## src/rtl/irq_ctl_pkg.sv

```systemverilog
package irq_ctl_pkg;
   localparam int unsigned REG_W   = 8;
   localparam int unsigned N_SRC   = 3;
   localparam int unsigned FLG_LSB = 0;
   localparam int unsigned ENA_LSB = 3;
   localparam int unsigned BIT_PE  = 6;
   localparam int unsigned BIT_GE  = 7;

   typedef enum logic [1:0] {
      SRC_PORT = 2'd0,
      SRC_EXT  = 2'd1,
      SRC_TMR  = 2'd2
   } src_e;
endpackage

```

## src/rtl/irq_flag_cell.sv

```systemverilog
module irq_flag_cell #(
   parameter logic RST_VAL = 1'b0
) (
   input  logic clk_i,
   input  logic rst_ni,
   input  logic hw_set_i,
   input  logic wr_en_i,
   input  logic wr_bit_i,
   output logic q_o
);
   logic q;

   always_ff @(posedge clk_i or negedge rst_ni) begin
      if (!rst_ni)       q <= RST_VAL;
      else if (hw_set_i) q <= 1'b1;
      else if (wr_en_i)  q <= wr_bit_i;
   end

   assign q_o = q;
endmodule

```

## src/rtl/irq_port_watch.sv

```systemverilog
module irq_port_watch #(
   parameter int unsigned WATCH_W = 4
) (
   input  logic               clk_i,
   input  logic               rst_ni,
   input  logic [WATCH_W-1:0] pins_i,
   input  logic               rd_stb_i,
   output logic               mismatch_o
);
   logic [WATCH_W-1:0] snap_q;

   always_ff @(posedge clk_i or negedge rst_ni) begin
      if (!rst_ni)       snap_q <= '0;
      else if (rd_stb_i) snap_q <= pins_i;
   end

   assign mismatch_o = |(pins_i ^ snap_q);
endmodule

```

## src/rtl/irq_req_merge.sv

```systemverilog
module irq_req_merge #(
   parameter int unsigned N_SRC = 3,
   parameter int unsigned N_PER = 4
) (
   input  logic             prio_mode_i,
   input  logic             ge_i,
   input  logic             pe_i,
   input  logic [N_SRC-1:0] flg_i,
   input  logic [N_SRC-1:0] ena_i,
   input  logic [N_PER-1:0] hp_per_i,
   input  logic [N_PER-1:0] lp_per_i,
   output logic             hp_irq_o,
   output logic             lp_irq_o
);
   logic [N_SRC-1:0] local_pend;

   for (genvar i = 0; i < N_SRC; i++) begin : g_local
      assign local_pend[i] = flg_i[i] & ena_i[i];
   end

   logic any_local, any_hp_per, any_lp_per;
   assign any_local  = |local_pend;
   assign any_hp_per = |hp_per_i;
   assign any_lp_per = |lp_per_i;

   always_comb begin
      if (prio_mode_i) begin
         hp_irq_o = ge_i & (any_local | any_hp_per);
         lp_irq_o = ge_i & pe_i & any_lp_per;
      end else begin
         hp_irq_o = ge_i & (any_local | (pe_i & (any_hp_per | any_lp_per)));
         lp_irq_o = 1'b0;
      end
   end
endmodule

```

## src/rtl/irq_ctl_reg.sv

```systemverilog
module irq_ctl_reg
   import irq_ctl_pkg::*;
#(
   parameter int unsigned DATA_W   = 8,
   parameter int unsigned WATCH_W  = 4,
   parameter int unsigned N_PER    = 4,
   parameter logic        PORT_RST = 1'b0
) (
   input  logic               clk_i,
   input  logic               rst_ni,
   input  logic               wr_en_i,
   input  logic [DATA_W-1:0]  wr_data_i,
   output logic [DATA_W-1:0]  rd_data_o,
   input  logic               tmr_ovf_i,
   input  logic               ext_edge_i,
   input  logic [WATCH_W-1:0] port_hi_i,
   input  logic               port_rd_i,
   input  logic               prio_mode_i,
   input  logic [N_PER-1:0]   hp_per_req_i,
   input  logic [N_PER-1:0]   lp_per_req_i,
   output logic               hp_irq_o,
   output logic               lp_irq_o
);
   if (DATA_W != REG_W) begin : g_bad_width
      $error("irq_ctl_reg: DATA_W must equal %0d", REG_W);
   end
   if (WATCH_W < 1) begin : g_bad_watch
      $error("irq_ctl_reg: WATCH_W must be at least 1");
   end
   if (N_PER < 1) begin : g_bad_per
      $error("irq_ctl_reg: N_PER must be at least 1");
   end

   logic ge_q, pe_q;
   logic [N_SRC-1:0] ena_q;
   logic [N_SRC-1:0] flg;
   logic [N_SRC-1:0] hw_set;
   logic             port_mismatch;

   always_ff @(posedge clk_i or negedge rst_ni) begin
      if (!rst_ni) begin
         ge_q  <= 1'b0;
         pe_q  <= 1'b0;
         ena_q <= '0;
      end else if (wr_en_i) begin
         ge_q  <= wr_data_i[BIT_GE];
         pe_q  <= wr_data_i[BIT_PE];
         ena_q <= wr_data_i[ENA_LSB +: N_SRC];
      end
   end

   irq_port_watch #(.WATCH_W(WATCH_W)) u_watch (
      .clk_i      (clk_i),
      .rst_ni     (rst_ni),
      .pins_i     (port_hi_i),
      .rd_stb_i   (port_rd_i),
      .mismatch_o (port_mismatch)
   );

   assign hw_set[SRC_PORT] = port_mismatch;
   assign hw_set[SRC_EXT]  = ext_edge_i;
   assign hw_set[SRC_TMR]  = tmr_ovf_i;

   for (genvar i = 0; i < N_SRC; i++) begin : g_flag
      localparam logic RV = (i == SRC_PORT) ? PORT_RST : 1'b0;
      irq_flag_cell #(.RST_VAL(RV)) u_cell (
         .clk_i    (clk_i),
         .rst_ni   (rst_ni),
         .hw_set_i (hw_set[i]),
         .wr_en_i  (wr_en_i),
         .wr_bit_i (wr_data_i[FLG_LSB + i]),
         .q_o      (flg[i])
      );
   end

   assign rd_data_o = {ge_q, pe_q, ena_q, flg};

   irq_req_merge #(.N_SRC(N_SRC), .N_PER(N_PER)) u_merge (
      .prio_mode_i (prio_mode_i),
      .ge_i        (ge_q),
      .pe_i        (pe_q),
      .flg_i       (flg),
      .ena_i       (ena_q),
      .hp_per_i    (hp_per_req_i),
      .lp_per_i    (lp_per_req_i),
      .hp_irq_o    (hp_irq_o),
      .lp_irq_o    (lp_irq_o)
   );
endmodule


```

## config.mk

```make
export PLATFORM = sky130hd
export DESIGN_NAME = irq_ctl_reg
export DESIGN_NICKNAME = d
export VERILOG_FILES = /design/src/rtl/irq_ctl_pkg.sv /design/src/rtl/irq_flag_cell.sv /design/src/rtl/irq_port_watch.sv /design/src/rtl/irq_req_merge.sv /design/src/rtl/irq_ctl_reg.sv
export SDC_FILE = /design/constraint.sdc
export NUM_CORES = 1
export LEC_CHECK = 0
export ABC_AREA = 1
export BUFFER_PORTS_ARGS = -buffer_cell sky130_fd_sc_hd__buf_2
export CAP_MARGIN = 10
export CORE_MARGIN = 5
export CORE_UTILIZATION = 30
export CTS_BUF_LIST = sky130_fd_sc_hd__clkbuf_4
export DETAILED_ROUTE_END_ITERATION = 8
export GPL_TIMING_DRIVEN = 0
export HOLD_SLACK_MARGIN = 0.06
export SYNTH_ARGS = -nofsm -noshare
export SYNTH_HDL_FRONTEND = slang
export SYNTH_SLANG_ARGS = --single-unit
```

## constraint.sdc

```tcl
create_clock -name clk_i -period 1.7 [get_ports clk_i]
set_input_delay 0.085 -clock clk_i [delete_from_list [all_inputs] [get_ports clk_i]]
set_output_delay 0.085 -clock clk_i [all_outputs]
set_load 0.03 [all_outputs]
```

==> summary.md, run 1 <==
| Metric | Value |
|---|---|
| YS warnings | 0 |
| Pwr Total | about 700 uW |
| CP dominant cell by count | dlygate4sd3_1 |
| Comb pwr share | 28.4% |
| Final setup viols | 0 |
| Number of I/O pins | 37 |
| DRC | 0 |
| Multiplexer share of the synthesized area | under 10% |
| Post_cts resized | 0 |
| Final ANT Viol Nets | 0 |
| Final worst path period need | between 1000 and 1500 ps |
| Share of layout cells above drive strength 1 | 43.7% |
| Worst Tran Pin Value | approximately 260 ps |
| TritonCTS Buffers | 3 |
| Pin count of the biggest net entering global routing | 13 |
| Die Y | 55.6 um |
| Mapped Cells | between 60 and 70 |
| Clock power frac | 24.3% |
| CP Launch Type | input pin |
| CP arrival | roughly 1500 ps |
| Count of final max-slew check failures | 0 |
| Outcome | completed |
| R2R Path Start | u_watch.snap_q[1] |
| Final WL | 1420 um |
| Synth Area in Compound Gates | 12.4% |
| Clock Skew | 1.64 ps |
| HPWL after DPL | ~1100 um |
| Final hold vios | 0 |
| Die area | 0.00309 mm2 |
| Bufs and invs on worst path | 3 |
| IO buf count | 36 |
| Vias per cell | 4.15 |
| CTS HTree Levels | 1 |
| CP cell instances | dlygate4sd3_1 -> buf_2 -> a21oi_1 -> dlygate4sd3_1 -> o21ai_0 |
| Most used DFF post-synth | dfrtp_1 |
| Area Overhead vs Synth | 55.6% |
| Worst Setup Path Type | input pin to flop |
| Syn nets | 96 |
| Hold path startpoint | port_hi_i[0] |
| CTS Root Cell | clkbuf_4 |
| Overall Global Routing Usage | 9.95% |
| Simple-gate share of the synthesized area | between 10 and 15% |
| Switching share of power | approximately 29% |
| Die width | 55.6 um |
| Crit path max-delay family | buffers and inverters |
| Post-synth EDFFs | 0 |
| Vias in the first global route | 627 |
| Max Clock Freq | 0.757 GHz |
| Maxcap violations | 0 |
| Worst Hold Class | input pin to flop |
| Largest incremental delay on the critical path | 560 ps |
| P_int | between 400 and 500 uW |
| Seq pwr share | 47.3% |
| Slew headroom | between 80% and 90% |
| Main combinational cell family by area after synthesis | simple AND/OR/NAND/NOR gates |
| Post-Synth Adder-Cell Area | 0% |
| TritonCTS clock tree | yes |
| CP max stage cell | dlygate4sd3_1 |
| Post-Syn Area per Cell | between 9 and 10 um2 |
| Clk buf depth | 2 |
| Antenna diodes | 0 |
| Sw power | between 200 and 250 uW |
| Fraction of registers with async set or reset after synthesis | 100% |
| Clk sink count | 12 |
| Power Density | 708 mW/mm2 |
| CP Capture Type | flop |
| CP Max Fanout | 1 |
| Final hold slack | 73.1 ps |
| Initial DRT Pass Iterations | 4 |
| Initial Util | 31.8% |
| WP data required | 1850 ps |
| Post-synthesis cell type count | 17 |
| Nets | 148 |
| Setup TNS | 0 ps |
| Worst Setup SP | ext_edge_i |
| Clk Latency, worst-skew pair | 260 ps |
| Synthesized area | 623 um2 |
| Tcrit/Tclk final | 77.7% |
| DR vias | 606 |
| Core area | 0.00196 mm2 |
| CTS Hold Bufs | 11 |
| Gpl congestion | around 0.76 |
| Seq cells post-synth | 12 |
| Seq/Total Area, Yosys | 48.2% |
| GR Overflow Total | 0 |
| Setup Buffers After CTS | 0 |
| Row count | 16 |
| Xor/xnor cell area share of the yosys netlist | 2.81% |
| WL per Instance | 9.70 um |
| RSZ-0062 raised after global routing | false |
| Antenna violations before repair | 0 |
| Final core occ | roughly half |
| Worst-path clk slew | 70 ps |
| Peak VDD IR | 340 uV |
| First-iteration detailed-routing DRC count | 16 |
| Leakage power | about 0.52 nW |
| First-pass GRT wire length | 2470 um |
## cells in the final DEF (no fill, tap or decap)
master / count
xnor2_1: 1
and2_0: 1
o22ai_1: 1
o21ai_0: 6
nand2_1: 13
clkbuf_4: 3
o21ai_2: 1
nand3_1: 1
dlygate4sd3_1: 11
nand4_1: 1
a22oi_2: 1
buf_4: 5
a21oi_1: 4
inv_1: 9
mux2_2: 5
buf_6: 1
buf_2: 36
nor2_1: 6
dfrtp_1: 12
xor2_1: 1
## per-layer routing
layer  GRT usage, %  vias to the layer above  share of wire (%)  wire [um]
met5              0                        -                  0          0
met2           16.2                       27                 46        650
met4           7.29                        0                2.3         33
li1               -                      317                  -          -
met1           10.7                      258                 42        593
met3           3.25                        4                9.7        138
## final cells by class
class	count	area [um2]
Timing Repair Buffer	47	290
Tap cell	27	33.8
Clock buffer	3	22.5
Multi-Input combinational cell	42	240
Buffer	6	48.8
Sequential cell	12	300
Fill cell	209	992
Inverter	9	33.8
## per-stage QoR
| step | instances | setup slack, ps | instance area [um2] |
|---|---|---|---|
| floorplan | 69 | 407 | 623 |
| global placement | 132 | 736 | 837 |
| detailed placement | 132 | 728 | 837 |
| CTS | 146 | 419 | 970 |
| global route | 146 | 314 | 970 |
| finish | 146 | 380 | 970 |
## cell families (layout without fill, tap and decap cells)
family	count (synthesis)	after routing
AND/OR/NAND/NOR	22	22
XOR/XNOR	2	2
flip-flops	12	12
multiplexers	5	5
buffers and inverters	15	65
AO/OA/AOI/OAI	13	13
## worst register-to-register path: cells and delay by family, from the launching register on
family | cells | cell delay, ps
and+or+nand+nor | 2 | 190
xor gates and xnor gates | 1 | 160
DFF | 1 | 380
## sequential cells by signal (all words and copies together) (netlist names)
signal             cells
u_watch.snap_q         4
ena_q                  3
g_flag.u_cell.q_o      3
ge_q                   1
pe_q                   1
## synth_stat cells (4+ instances only)
master	number	area share (%)
nor2_1	6	3.6
o21ai_0	6	4.8
mux2_2	5	9.0
buf_4	5	6.0
dfrtp_1	12	48
inv_1	9	5.4
a21oi_1	4	3.2
nand2_1	13	7.8
## final timing paths
kind / end / slack [ps] / depth (start not counted)
max reg2reg: g_flag[0].u_cell.q_o / 840 / 3
max in group asynchronous: u_watch.snap_q[1] / 1280 / 2
min: u_watch.snap_q[0] / 70 / 3
min in group asynchronous: g_flag[0].u_cell.q_o / 210 / 2
min reg2reg: u_watch.snap_q[1] / 530 / 1
max: g_flag[1].u_cell.q_o / 380 / 5
## power by group through the flow
stage          logic [mW]  registers, mW  clock network, mW
2_1_floorplan      0.0954          0.343                  0
3_3_place_gp        0.175          0.330                  0
3_5_place_dp        0.177          0.331                  0
4_1_cts             0.198          0.325              0.177
5_1_grt             0.216          0.328              0.189
6_report            0.195          0.325              0.167
No activity file was read; power rests on OpenSTA's default activity.
==> inputs of run 2 (changes only) <==
==> constraint.sdc (replaced) <==
create_clock -name clk_i -period 1.19 [get_ports clk_i]
set_input_delay 0.0595 -clock clk_i [delete_from_list [all_inputs] [get_ports clk_i]]
set_output_delay 0.0595 -clock clk_i [all_outputs]
set_load 0.03 [all_outputs]
==> summary.md, run 2 (same netlist as run 1, synthesis figures left out) <==
| Metric | Value |
|---|---|
| Outcome | completed |
| Worst-path clk slew | 70 ps |
| Nets | 160 |
| GR Overflow Total | 0 |
| Vias per cell | 4.11 |
| Clk Latency, worst-skew pair | 270 ps |
| Antenna diodes | 0 |
| Worst Setup SP | pe_q |
| Pin count of the biggest net entering global routing | 13 |
| Hold path startpoint | wr_en_i |
| Die area | 0.00309 mm2 |
| Final core occ | a little under three fifths |
| Peak VDD IR | 628 uV |
| Reg2reg end | ena_q[2] |
| Core area | 0.00196 mm2 |
| Die width | 55.6 um |
| Tcrit/Tclk final | ~98% |
| Share of layout cells above drive strength 1 | between 40% and 50% |
| Gpl congestion | around 0.74 |
| Worst Setup Path Type | flop to output pin |
| CP Capture Type | output pin |
| Max Clock Freq | 0.858 GHz |
| Final hold vios | 0 |
| CP Launch Type | flop |
| Clk sink count | 12 |
| First-iteration detailed-routing DRC count | 7 |
| HPWL after DPL | 1160 um |
| Worst Hold Class | input pin to flop |
| Initial Util | 31.8% |
| TritonCTS clock tree | yes |
| Worst Tran Pin Value | between 200 and 300 ps |
| Slew headroom | 82.4% |
| TritonCTS Buffers | 3 |
| RSZ-0062 raised after global routing | true |
| Critical Path End | hp_irq_o |
| Overall Global Routing Usage | 11.3% |
| CP arrival | 1110 ps |
| R2R Path Start | ena_q[2] |
| IO buf count | 36 |
| Power Density | 954 mW/mm2 |
| R2r setup slk | 200 ps |
| Final worst path period need | between 1000 and 1500 ps |
| Row count | 16 |
| Pwr Total | between 1 and 1.5 mW |
| Leakage power | 0.573 nW |
| Initial DRT Pass Iterations | 2 |
| CTS Root Cell | clkbuf_4 |
| CP Max Fanout | 3 |
| Final setup viols | 0 |
| WP data required | 1130 ps |
| Reg2reg path depth | 3 |
| Commonest non-fill, non-tap cell in the layout | buf_2 |
| Clk buf depth | 2 |
| CTS HTree Levels | 1 |
| Area Overhead vs Synth | 74.7% |
| Filler cell count | 198 |
| Maxcap violations | 0 |
| Count of final max-slew check failures | 0 |
| Max reg flops | 4 |
| Die Y | 55.6 um |
| Vias in the first global route | roughly 640 |
| Clock Skew | 0.311 ps |
| Antenna violations before repair | 0 |
| First-pass GRT wire length | 2790 um |
| Final WL | about 1600 um |
| Final ANT Viol Nets | 0 |
| Reg with most FFs | u_watch.snap_q |
| DR vias | 649 |
| Number of I/O pins | 37 |
| DRC | 0 |
| WL per Instance | 10.1 um |
| Most frequent cells in the layout | buf_2 (35), dlygate4sd3_1 (16), nand2_1 (12), buf_4 (12), dfrtp_1 (12) |
[run 2: changes by cell type in the layout (fill, tap and decap cells not counted)]
cell	change
dlygate4sd3_1	+5
buf_6	+1
buf_2	-1
nand2_1	-1
nand2_2	+1
buf_4	+7
a21oi_2	+2
a21oi_1	-2
[run 2: worst min path at each step]
stage | slack, ps | to | cells after the start
finish | 100 | ena_q[1] | 2
global route | 100 | ena_q[1] | 2
CTS | 100 | ena_q[1] | 2
detailed placement | -50 | u_watch.snap_q[0] | 1
global placement | -50 | u_watch.snap_q[0] | 1
floorplan | -240 | ena_q[0] | 0
[run 2: what timing repair did]
item,CTS,global route
resized for setup,3,1
pin swaps,0,4
setup endpoints to repair,1,1
endpoints found under the hold margin,24,0
hold buffers,16,0
setup buffers,4,3
[run 2: critical path, stage by stage (launching register included)]
cell and delay [ps]:
dfrtp_1 370, inv_1 60, nand2_1 70, nand2_2 50
a21oi_2 140, buf_6 140
[run 2: layout make-up]
class	count	area, um2	share of cell area, %
buffer	6	48.8	4.48
clock buffer	3	22.5	2.07
inverter	9	33.8	3.10
multi-input combinational	42	250	23.0
sequential	12	300	27.6
tap	27	33.8	3.10
timing repair buffer	59	399	36.7
[run 2: report_power, final]
part / total [mW] / switching [mW] / internal [mW]
logic: 0.333 / 0.157 / 0.176
clock network: 0.243 / 0.126 / 0.117
registers: 0.463 / 0.0204 / 0.442
total: 1.04 / 0.303 / 0.735
[run 2: layer usage]
metal	GRT usage, %	vias to the layer above	routed length [um]
met4	7.29	0	33
met5	0	-	0
met2	18.1	25	765
met3	3.48	4	145
met1	13.0	275	649
li1	-	345	-
[run 2: through the flow]
| step | hold slack [ps] | setup WS [ps] | setup TNS, ps | instance area (um2) | std cells |
|---|---|---|---|---|---|
| floorplan | -236 | 93.0 | 0 | 627 | 69 |
| global placement | -48.8 | 213 | 0 | 841 | 132 |
| detailed placement | -51.8 | 224 | 0 | 841 | 132 |
| CTS | 99.8 | 19.1 | 0 | 1060 | 155 |
| global route | 103 | -55.6 | -55.6 | 1090 | 158 |
| finish | 99.8 | 24.3 | 0 | 1090 | 158 |
==> inputs of run 3 (changes only) <==
--- a/config.mk
+++ b/config.mk
@@ -5,7 +5,6 @@
 export SDC_FILE = /design/constraint.sdc
 export NUM_CORES = 1
 export LEC_CHECK = 0
-export ABC_AREA = 1
 export BUFFER_PORTS_ARGS = -buffer_cell sky130_fd_sc_hd__buf_2
 export CAP_MARGIN = 10
 export CORE_MARGIN = 5
==> summary.md, run 3 <==
| Metric | Value |
|---|---|
| Outcome | complete, but fails checks |
| Cell taking the most area after synthesis | dfrtp_1 |
| Final setup viols | 1 |
| Final hold vios | 0 |
| Seq cells post-synth | 12 |
| WP data required | 1130 ps |
| Simple-gate share of the synthesized area | ~9.8% |
| Row count | 16 |
| Main combinational cell family by area after synthesis | multiplexers |
| Peak VDD IR | 628 uV |
| CTS HTree Levels | 1 |
| RSZ-0062 raised after global routing | true |
| Worst Hold Class | input pin to flop |
| Final core occ | 53.2% |
| Dpl ws | -135 ps |
| Multiplexer share of the synthesized area | 17.1% |
| IO buf count | 36 |
| Final ANT Viol Nets | 0 |
| Worst Tran Pin Value | approximately 380 ps |
| Pin count of the biggest net entering global routing | 13 |
| Top cell type's share of synthesized area | roughly half |
| Synthesized area | slightly below 600 um2 |
| Clk buf depth | 2 |
| Clock power frac | 23.8% |
| CP cell instances | inv_2 -> or4b_4 -> o221ai_2 -> buf_6 |
| Pwr Total | roughly 1.0 mW |
| Syn nets | 75 |
| Setup TNS | -285 ps |
| Post-Syn Area per Cell | 12.2 um2 |
| Worst-path clk slew | roughly 70 ps |
| Post-synth top cells | dfrtp_1 (12), mux2_2 (8), buf_4 (5) |
| WL per Instance | roughly 12 um |
| Reg with most FFs | u_watch.snap_q |
| Area Overhead vs Synth | 72.6% |
| DRC | 0 |
| Die width | 54.2 um |
| First-iteration detailed-routing DRC count | 8 |
| First-pass GRT wire length | 2430 um |
| Switching share of power | ~29% |
| Antenna violations before repair | 0 |
| CP Launch Type | flop |
| Mapped Cells | 48 |
| Max reg flops | 4 |
| Post-synth EDFFs | 0 |
| CP Max Fanout | 2 |
| Number of I/O pins | 37 |
| CP arrival | 1420 ps |
| Initial DRT Pass Iterations | 4 |
| Dominant cell by count in the synthesized netlist | dfrtp_1 |
| Reg2reg path depth | 3 |
| Leakage power | 0.479 nW |
| Share of layout cells above drive strength 1 | between 50% and 60% |
| P_int | 728 uW |
| Comb pwr share | 30.4% |
| Die area | 0.00294 mm2 |
| Post-Synth Adder-Cell Area | 0% |
| YS warnings | 0 |
| Clk sink count | 12 |
| Antenna diodes | 0 |
| Final hold slack | 114 ps |
| DR vias | 565 |
| Clk Latency, worst-skew pair | 260 ps |
| Post-route setup slack | -285 ps |
| GR Overflow Total | 0 |
| Final worst path period need | around 1500 ps |
| CP max stage cell | or4b_4 |
| TritonCTS clock tree | yes |
| Slew headroom | 74.2% |
| Dpl cell area | 806 um2 |
| Gpl congestion | between 0.6 and 0.7 |
| Seq pwr share | 45.8% |
| Sw power | slightly below 300 uW |
| Xor/xnor cell area share of the yosys netlist | 5.98% |
| Max Clock Freq | 0.678 GHz |
| Seq/Total Area, Yosys | 51.3% |
| Overall Global Routing Usage | 11.7% |
| Clock Skew | 0.177 ps |
| Vias per cell | 4.31 |
| TritonCTS Buffers | 3 |
| R2r setup slk | 250 ps |
| Final Non-Filler Cells | 131 |
| WHS Path Cells | 2 |
| Synth top area cells | dfrtp_1 (51%), mux2_2 (15%), buf_4 (6.4%) |
| Post-synthesis cell type count | 19 |
| Vias in the first global route | 595 |
| Synth Area in Compound Gates | 7.91% |
| Die Y | 54.2 um |
| Final WL | 1570 um |
| Placed Cells | 111 |
| Fraction of registers with async set or reset after synthesis | 100% |
| CTS Root Cell | clkbuf_4 |
| Tcrit/Tclk final | 124% |
| Core area | ~0.0019 mm2 |
| Failing checks | setup timing |
| Power Density | 1010 mW/mm2 |
| Most frequent cells in the layout | buf_2 (35), dlygate4sd3_1 (15), dfrtp_1 (12) |
| Count of final max-slew check failures | 0 |
| Worst Setup Path Type | flop to output pin |
| Maxcap violations | 0 |
| Largest incremental delay on the critical path | 510 ps |
| Commonest non-fill, non-tap cell in the layout | buf_2 |
| HPWL after DPL | 1050 um |
| Initial Util | 30.8% |
| CP Capture Type | output pin |
| Most used DFF post-synth | dfrtp_1 |
| Nets | 133 |
| Finished Cell Area | around 0.0010 mm2 |
[run 3: cell types whose count changed after synthesis, sizes merged, moves of 3 or more]
cell,previous run,this run
mux2,5,8
inv,9,1
nor2,6,1
a21oi,4,0
nand2,13,1
o21ai,7,2
[run 3: final cells by class]
class	instances	area, um2
multi-input cells	29	254
clock buffers	3	22.5
inverters	1	3.75
fillers	170	891
repair buffers	53	354
plain buffers	6	42.5
well taps	27	33.8
flip-flops and latches	12	300
[run 3: worst paths after layout]
kind | startpoint | endpoint
worst max-delay path | ge_q | hp_irq_o
worst min-delay path | port_rd_i | u_watch.snap_q[2]
worst max register to register | u_watch.snap_q[3] | g_flag[0].u_cell.q_o
worst min register to register | u_watch.snap_q[2] | u_watch.snap_q[2]
max in group asynchronous | rst_ni | ena_q[2]
min in group asynchronous | rst_ni | pe_q
[run 3: cell families (layout without fill, tap and decap cells)]
logic type                Yosys count  after routing
AOI/OAI and AO/OA                   6              6
xor gates and xnor gates            4              4
buffers and inverters               7             63
DFF                                12             12
muxes                               9              9
and+or+nand+nor                    10             10
[run 3: power by group through the flow]
stage	combinational, mW	sequential [mW]	clock [mW]
after floorplan	0.138	0.494	0
after global placement	0.249	0.477	0
after detailed placement	0.251	0.478	0
after CTS	0.310	0.469	0.248
after global routing	0.339	0.474	0.270
final	0.312	0.469	0.244
[run 3: repair_timing]
item,in CTS,in global routing
setup buffers,2,1
pin swaps,1,0
endpoints found under the hold margin,24,0
hold buffers,15,0
gates resized for setup,4,3
setup endpoints to repair,1,2
[run 3: worst max-delay path: cells and delay by family (launching register included)]
family                 cells  cell delay [ps]
AO/OA/AOI/OAI              1               80
buffers and inverters      2              210
flip-flops                 1              360
AND/OR/NAND/NOR            1              510
[run 3: metal layers]
layer  vias up  share of wire [%]  global-route usage (%)
li1        283                  -                       -
met1       259                 37                    13.4
met2        23                 55                    20.5
met3         0                8.1                    1.94
met4         0                  0                    6.22
met5         -                  0                       0
